==> src/rtl/bsp_pkg.sv <==
package bsp_pkg;
    localparam int PINS = 4;

    typedef enum logic [1:0] {
        ST_REST  = 2'd0,
        ST_LEAD  = 2'd1,
        ST_EMIT  = 2'd2,
        ST_PAUSE = 2'd3
    } seq_state_e;
endpackage

==> src/rtl/bsp_store.sv <==
module bsp_store #(
    parameter int DEPTH = 16,
    parameter int AW    = $clog2(DEPTH),
    parameter int DW    = 4
) (
    input  logic          clk,
    input  logic          rst_n,
    input  logic          wr_en,
    input  logic [AW-1:0] wr_addr,
    input  logic [DW-1:0] wr_data,
    input  logic [AW-1:0] rd_addr,
    output logic [DW-1:0] rd_data
);
    logic [DW-1:0] mem [DEPTH];

    always_ff @(posedge clk or negedge rst_n) begin
        if (!rst_n) begin
            for (int i = 0; i < DEPTH; i++) mem[i] <= '0;
        end else begin
            for (int i = 0; i < DEPTH; i++) begin
                if (wr_en && wr_addr == AW'(i)) mem[i] <= wr_data;
            end
        end
    end

    assign rd_data = mem[rd_addr];

    // a write is visible at its address on the next cycle
    p_write_lands_r10: assert property (@(posedge clk) disable iff (!rst_n)
        wr_en |=> (mem[$past(wr_addr)] == $past(wr_data)));
endmodule

==> src/rtl/bsp_ctrl.sv <==
module bsp_ctrl
    import bsp_pkg::*;
#(
    parameter int AW = 4,
    parameter int CW = 8,
    parameter int RW = 4
) (
    input  logic          clk,
    input  logic          rst_n,
    input  logic          start,
    input  logic          cfg_hex,
    input  logic          cfg_idle,
    input  logic [AW-1:0] cfg_len,
    input  logic [CW-1:0] cfg_step,
    input  logic [CW-1:0] cfg_wait,
    input  logic [CW-1:0] cfg_gap,
    input  logic [RW-1:0] cfg_reps,
    output logic [AW-1:0] rd_idx,
    output logic          playing,
    output logic          running,
    output logic          hex_q,
    output logic          idle_q,
    output logic          done
);
    localparam logic [CW-1:0] C_ONE = CW'(1);
    localparam logic [AW-1:0] A_ONE = AW'(1);
    localparam logic [RW-1:0] R_ONE = RW'(1);

    seq_state_e    state, state_nx;
    logic [CW-1:0] tmr;
    logic [AW-1:0] idx;
    logic [RW-1:0] rep;
    logic [AW-1:0] len_q;
    logic [CW-1:0] step_q;
    logic [CW-1:0] gap_q;
    logic [RW-1:0] reps_q;
    logic          tmr_zero, last_el, last_rep, finish;

    assign tmr_zero = (tmr == '0);
    assign last_el  = (idx == len_q);
    assign last_rep = (rep == reps_q);
    assign finish   = (state == ST_EMIT) && tmr_zero && last_el && last_rep;

    // state register
    always_ff @(posedge clk or negedge rst_n) begin
        if (!rst_n) state <= ST_REST;
        else        state <= state_nx;
    end

    // next-state logic
    always_comb begin
        state_nx = state;
        unique case (state)
            ST_REST: begin
                if (start) state_nx = (cfg_wait == '0) ? ST_EMIT : ST_LEAD;
            end
            ST_LEAD: begin
                if (tmr_zero) state_nx = ST_EMIT;
            end
            ST_EMIT: begin
                if (tmr_zero && last_el) begin
                    if (last_rep)           state_nx = ST_REST;
                    else if (gap_q == '0)   state_nx = ST_EMIT;
                    else                    state_nx = ST_PAUSE;
                end
            end
            ST_PAUSE: begin
                if (tmr_zero) state_nx = ST_EMIT;
            end
            default: state_nx = ST_REST;
        endcase
    end

    // counters and captured settings
    always_ff @(posedge clk or negedge rst_n) begin
        if (!rst_n) begin
            tmr    <= '0;
            idx    <= '0;
            rep    <= '0;
            len_q  <= '0;
            step_q <= '0;
            gap_q  <= '0;
            reps_q <= '0;
            hex_q  <= 1'b0;
            idle_q <= 1'b0;
            done   <= 1'b0;
        end else begin
            done <= finish;
            unique case (state)
                ST_REST: begin
                    if (start) begin
                        len_q  <= cfg_len;
                        step_q <= cfg_step;
                        gap_q  <= cfg_gap;
                        reps_q <= cfg_reps;
                        hex_q  <= cfg_hex;
                        idle_q <= cfg_idle;
                        idx    <= '0;
                        rep    <= '0;
                        tmr    <= (cfg_wait == '0) ? cfg_step : cfg_wait - C_ONE;
                    end
                end
                ST_LEAD: begin
                    tmr <= tmr_zero ? step_q : tmr - C_ONE;
                end
                ST_EMIT: begin
                    if (!tmr_zero) begin
                        tmr <= tmr - C_ONE;
                    end else if (!last_el) begin
                        idx <= idx + A_ONE;
                        tmr <= step_q;
                    end else if (!last_rep) begin
                        idx <= '0;
                        rep <= rep + R_ONE;
                        tmr <= (gap_q == '0) ? step_q : gap_q - C_ONE;
                    end
                end
                ST_PAUSE: begin
                    tmr <= tmr_zero ? step_q : tmr - C_ONE;
                end
                default: tmr <= '0;
            endcase
        end
    end

    // outputs
    always_comb begin
        playing = (state == ST_EMIT);
        running = (state != ST_REST);
        rd_idx  = idx;
    end

    p_done_single_r7: assert property (@(posedge clk) disable iff (!rst_n)
        done |=> !done);
    p_done_after_emit_r7: assert property (@(posedge clk) disable iff (!rst_n)
        done |-> ($past(state) == ST_EMIT && state == ST_REST));
    p_idx_in_range_r3: assert property (@(posedge clk) disable iff (!rst_n)
        (state == ST_EMIT) |-> (idx <= len_q));
    p_step_hold_r3: assert property (@(posedge clk) disable iff (!rst_n)
        (state == ST_EMIT && !tmr_zero) |=> (state == ST_EMIT && $stable(idx)));
    p_lead_exit_r2: assert property (@(posedge clk) disable iff (!rst_n)
        (state == ST_LEAD && tmr_zero) |=> (state == ST_EMIT && idx == '0));
    p_pause_exit_r6: assert property (@(posedge clk) disable iff (!rst_n)
        (state == ST_PAUSE && tmr_zero) |=> (state == ST_EMIT && idx == '0));
    p_cfg_hold_r9: assert property (@(posedge clk) disable iff (!rst_n)
        (state != ST_REST) |=> ($stable(len_q) && $stable(step_q) && $stable(reps_q)
                                && $stable(gap_q) && $stable(hex_q)));
endmodule

==> src/rtl/bsp_drive.sv <==
module bsp_drive #(
    parameter int PINS = 4
) (
    input  logic            playing,
    input  logic            running,
    input  logic            hex_q,
    input  logic            idle_q,
    input  logic            idle_live,
    input  logic [PINS-1:0] elem,
    output logic [PINS-1:0] pins
);
    logic lvl;
    assign lvl = running ? idle_q : idle_live;

    generate
        for (genvar g = 0; g < PINS; g++) begin : g_pin
            if (g == 0) begin : g_lead
                assign pins[g] = playing ? elem[g] : lvl;
            end else begin : g_rest
                assign pins[g] = (playing && hex_q) ? elem[g] : lvl;
            end
        end
    endgenerate

    // single-pin mode keeps upper pins at the captured idle level
    always_comb begin
        if (playing && !hex_q) a_upper_idle_r4: assert (pins[PINS-1:1] == {(PINS-1){idle_q}});
    end
endmodule

==> src/rtl/bitseq_player.sv <==
module bitseq_player
    import bsp_pkg::*;
#(
    parameter int DEPTH = 16,
    parameter int CW    = 8,
    parameter int RW    = 4,
    localparam int AW   = $clog2(DEPTH)
) (
    input  logic          clk,
    input  logic          rst_n,
    input  logic          wr_en,
    input  logic [AW-1:0] wr_addr,
    input  logic [3:0]    wr_data,
    input  logic          cfg_hex,
    input  logic          cfg_idle,
    input  logic [AW-1:0] cfg_len,
    input  logic [CW-1:0] cfg_step,
    input  logic [CW-1:0] cfg_wait,
    input  logic [CW-1:0] cfg_gap,
    input  logic [RW-1:0] cfg_reps,
    input  logic          start,
    output logic [3:0]    pins,
    output logic          done
);
    logic [AW-1:0]   rd_idx;
    logic [PINS-1:0] elem;
    logic            playing, running, hex_q, idle_q;

    bsp_store #(.DEPTH(DEPTH), .AW(AW), .DW(PINS)) u_store (
        .clk     (clk),
        .rst_n   (rst_n),
        .wr_en   (wr_en),
        .wr_addr (wr_addr),
        .wr_data (wr_data),
        .rd_addr (rd_idx),
        .rd_data (elem)
    );

    bsp_ctrl #(.AW(AW), .CW(CW), .RW(RW)) u_ctrl (
        .clk      (clk),
        .rst_n    (rst_n),
        .start    (start),
        .cfg_hex  (cfg_hex),
        .cfg_idle (cfg_idle),
        .cfg_len  (cfg_len),
        .cfg_step (cfg_step),
        .cfg_wait (cfg_wait),
        .cfg_gap  (cfg_gap),
        .cfg_reps (cfg_reps),
        .rd_idx   (rd_idx),
        .playing  (playing),
        .running  (running),
        .hex_q    (hex_q),
        .idle_q   (idle_q),
        .done     (done)
    );

    bsp_drive #(.PINS(PINS)) u_drive (
        .playing   (playing),
        .running   (running),
        .hex_q     (hex_q),
        .idle_q    (idle_q),
        .idle_live (cfg_idle),
        .elem      (elem),
        .pins      (pins)
    );

    // no completion pulse while at rest without a prior sequence end
    p_done_needs_run_r1: assert property (@(posedge clk) disable iff (!rst_n)
        (!running && !$past(running)) |-> !done);
endmodule

==> config.mk <==
export PLATFORM = sky130hd
export DESIGN_NAME = bitseq_player
export DESIGN_NICKNAME = d
export VERILOG_FILES = /design/src/rtl/bsp_pkg.sv /design/src/rtl/bsp_store.sv /design/src/rtl/bsp_ctrl.sv /design/src/rtl/bsp_drive.sv /design/src/rtl/bitseq_player.sv
export SDC_FILE = /design/constraint.sdc
export NUM_CORES = 1
export LEC_CHECK = 0
export BUFFER_PORTS_ARGS = -buffer_cell sky130_fd_sc_hd__buf_2
export CORE_MARGIN = 3
export CORE_UTILIZATION = 25
export CTS_BUF_LIST = sky130_fd_sc_hd__clkbuf_4 sky130_fd_sc_hd__clkbuf_8
export CTS_CLUSTER_SIZE = 40
export DETAILED_ROUTE_END_ITERATION = 7
export SLEW_MARGIN = 20
export SYNTH_ARGS = -nofsm -noshare
export SYNTH_HDL_FRONTEND = slang
export SYNTH_SLANG_ARGS = --single-unit
==> constraint.sdc <==
create_clock -name clk -period 2.7 [get_ports clk]
set_input_delay 0.405 -clock clk [delete_from_list [all_inputs] [get_ports clk]]
set_output_delay 0.405 -clock clk [all_outputs]
set_load 0.01 [all_outputs]
==> impl_results.md <==
* Met1 Usage GRT at 16.4%
* Drt total wl at 14.9 mm
* Hold depth at 3
* Hold Crit Class: in -> reg
* Flop2flop setup slack at 0.41 ns
* Fin crit share at 101%
* Leak at 2.84 nW
* Clock Latency Late Sink at 0.40 ns
* Slew Viols, Final at 0
* Power Dens Cells at 807 mW/mm2
* Via/cell ratio at 4.82
* Worst Skew at 0.00980 ns
* Violated checks: negative setup slack
* Placed inst area at 0.00655 mm2
* Grt met2 use at 19.1%
* Starting density of the core at 25.7%
* Clock Root Buffer: clkbuf_8
* Most frequent cell after synthesis: dfrtp_1
* Critical path peak fanout at 11
* Clock transition at path regs at 0.12 ns
* Vias in the first global route at 4365
* Number of diodes at 0
* Final instance area at 0.00685 mm2
* Critical path buffer and inverter count at 2
* Via count at 4352
* R2R depth at 7
* Initial antenna violation count at 0
* Syn nets at 581
* Non-filler cells, final at 902
* GRT busiest layer: met2
* H-tree depth at 3
* Slew @ Worst Pin at 0.632 ns
* GRT Util Overall at 12.0%
* Post-synth top flop: dfrtp_1
* # IOs at 51
* R2R Path End: u_ctrl.rd_idx[0]
* Die area at 0.0253 mm2
* Cell mode on critical path: mux4_2
* CP max stage delay at 0.52 ns
* First-pass GRT wire length at 24.5 mm
* Yosys top cell area share at 46.7%
* Flops & latches, synth at 109
* Met3 Use GR at 3.02%
* Reg2reg start: u_ctrl.rd_idx[0]
* Avg WL per Cell at 16.6 um
* Leading area contributor after synthesis: dfrtp_1
* Worst Path Arrival at 2.33 ns
* Layout cells sized above 1 at 32.4%
* CTS buffer count at 9
* Commonest cells post-synth: dfrtp_1 (109), nand2_1 (76), mux2_2 (71)
* Core region area at 0.0228 mm2
* Final #Nets at 638
* Post-Place Cells at 883
* Worst VDD drop at 0.341 mV
* DRC violations left at 0
* EDFF count, synth at 0
* Die Span X at 159 um
* Seq/Total Area, Yosys at 46.7%
* Crit path launch type: flip-flop
* Hold path endpoint: u_ctrl.gap_q[0]
* Initial DRT Pass Iterations at 4
* Final setup violation count at 3
* CP cell instances: buf_12, mux4_2, mux4_2, nor3_2, nor2_1, buf_2
* First DRT Iteration DRCs at 314
* Clock Sinks at 109
* Fin. Hold Viols at 0
* Async set or reset register ratio after synthesis at 100%
* Cell area after synthesis at 0.00585 mm2
* Setup crit end kind: output port
* CP Class: reg -> out
* GPL Wtd Cong at 0.881
* Hpwl dp at 11.1 mm
* Antenna-violating nets left at 0
* DIE HEIGHT at 159 um
* Max Buffers Root-to-Sink at 2
* Mapped Cells at 527
* Critical path's top delay family: multiplexers
* Relative slew slack at 57.7%
* Min Tclk post-route at 2.74 ns
* # rows at 55
* CTS tree: yes
* RSZ-0062 raised after global routing: true
* Largest net degree at the start of global routing at 55
* PortBufs at 50
* Tot Pwr at 0.00552 W
* Post-synthesis to final-layout area growth at 17.1%
* Synth area leaders: dfrtp_1 (47%), mux2_2 (14%), mux4_2 (7.7%)
* Avg Cell Area, Syn at 11.1 um2
* Setup ws final at -0.0356 ns
* Hold Crit Start: cfg_gap[0]
* Max Cap Violations at 0
* CP max stage cell: mux4_2
* Ys Warns at 0
* Remaining Overflow, GRT at 0
* Status: finished with violations
* Max Fclk at 366 MHz
* Netlist cell types at 57
* WP data required at 2.30 ns
metrics by stage:
step	setup slack [ns]	setup TNS [ns]	hold WS, ns	util, %
final	-0.0356	-0.0818	0.197	30.1
after global routing	-0.157	-0.482	0.188	30.1
after CTS	-0.0979	-0.344	0.182	30.2
after detailed placement	0.306	0	0.408	28.8
after global placement	0.340	0	0.408	28.8
after floorplan	0.161	0	0.109	-
placed cells by master, fill, tap and decap left out, drive strengths merged, types with 5 or more instances in the layout:
cell    netlist  routed
nor2         28      28
nand2        76      76
ha            8       8
or3           6       6
mux4         20      20
dfrtp       109     109
clkbuf       20       9
o21ai        15      15
xnor2        15      15
nand2b        8       8
nand3        14      14
o31ai         7       7
buf           6      71
mux2         71      71
or4           6       6
a21o          5       5
o211ai        5       5
nor3         16      16
a21oi        13      13
inv          10      14
a31oi         9       9
power by group:
group	leakage, nW	internal (W)	switching [W]
Clock	0.112	0.000397	0.000707
Sequential	1.35	0.00211	0.000400
Combinational	1.38	0.000930	0.000976
routing by layer:
metal | part of all wire, % | vias to the layer above | wire length, um
li1 | - | 2051 | -
met1 | 45 | 2166 | 6690
met2 | 49 | 121 | 7250
met3 | 5.4 | 14 | 809
met4 | 1.3 | 0 | 191
met5 | 0 | - | 0
area by class of cell:
type | instances | area [um2]
sequential | 109 | 2730
clock buffer | 9 | 124
multi-input combinational | 381 | 2990
timing repair buffer | 72 | 464
inverter | 11 | 41.3
tap | 313 | 392
clock inverter | 7 | 104
fill | 2355 | 15900
logic make-up after synthesis:
family | count (synthesis) | synth area share (%)
buf+inv | 37 | 2.50
mux | 95 | 22.1
fa+ha+maj | 8 | 1.71
simple gates | 181 | 15.1
flops | 109 | 46.7
compound gates | 80 | 9.44
xor+xnor | 17 | 2.55
worst reg2reg max path, stage by stage (launching register included):
cell and delay [ns]:
dfrtp_2 0.46, buf_12 0.15, buf_4 0.15, xnor2_1 0.18, nand4_1 0.35, o21ai_0 0.45, nand2_1 0.16, mux2_2 0.29
worst max path at each step:
stage	startpoint	to	slack (ns)	cells after the start
after detailed placement	u_ctrl.rd_idx[0]	pins[2]	0.31	6
after CTS	u_ctrl.rd_idx[0]	pins[1]	-0.1	6
final	u_ctrl.rd_idx[0]	pins[2]	-0.04	6
after global routing	u_ctrl.rd_idx[0]	pins[3]	-0.16	6
after global placement	u_ctrl.rd_idx[0]	pins[1]	0.34	6
after floorplan	u_ctrl.rd_idx[0]	pins[2]	0.16	6
sequential cells by signal (all words and copies together), names as in the netlist:
register and cells:
u_ctrl.hex_q 1, u_ctrl.step_q 8, u_ctrl.reps_q 4, u_ctrl.done 1, u_ctrl.gap_q 8, u_ctrl.state 2, u_ctrl.tmr 8, u_ctrl.idle_q 1
u_ctrl.rd_idx 4, u_store.mem 64, u_ctrl.len_q 4, u_ctrl.rep 4
repair_timing:
item	4_1_cts	5_1_grt
resized for setup	8	0
gates cloned	1	0
hold endpoints to repair	35	0
pin swaps	1	1
endpoints found under the setup margin	4	4
hold buffers	1	0
buffers inserted	2	0
No activity file was read; power rests on OpenSTA's default activity.
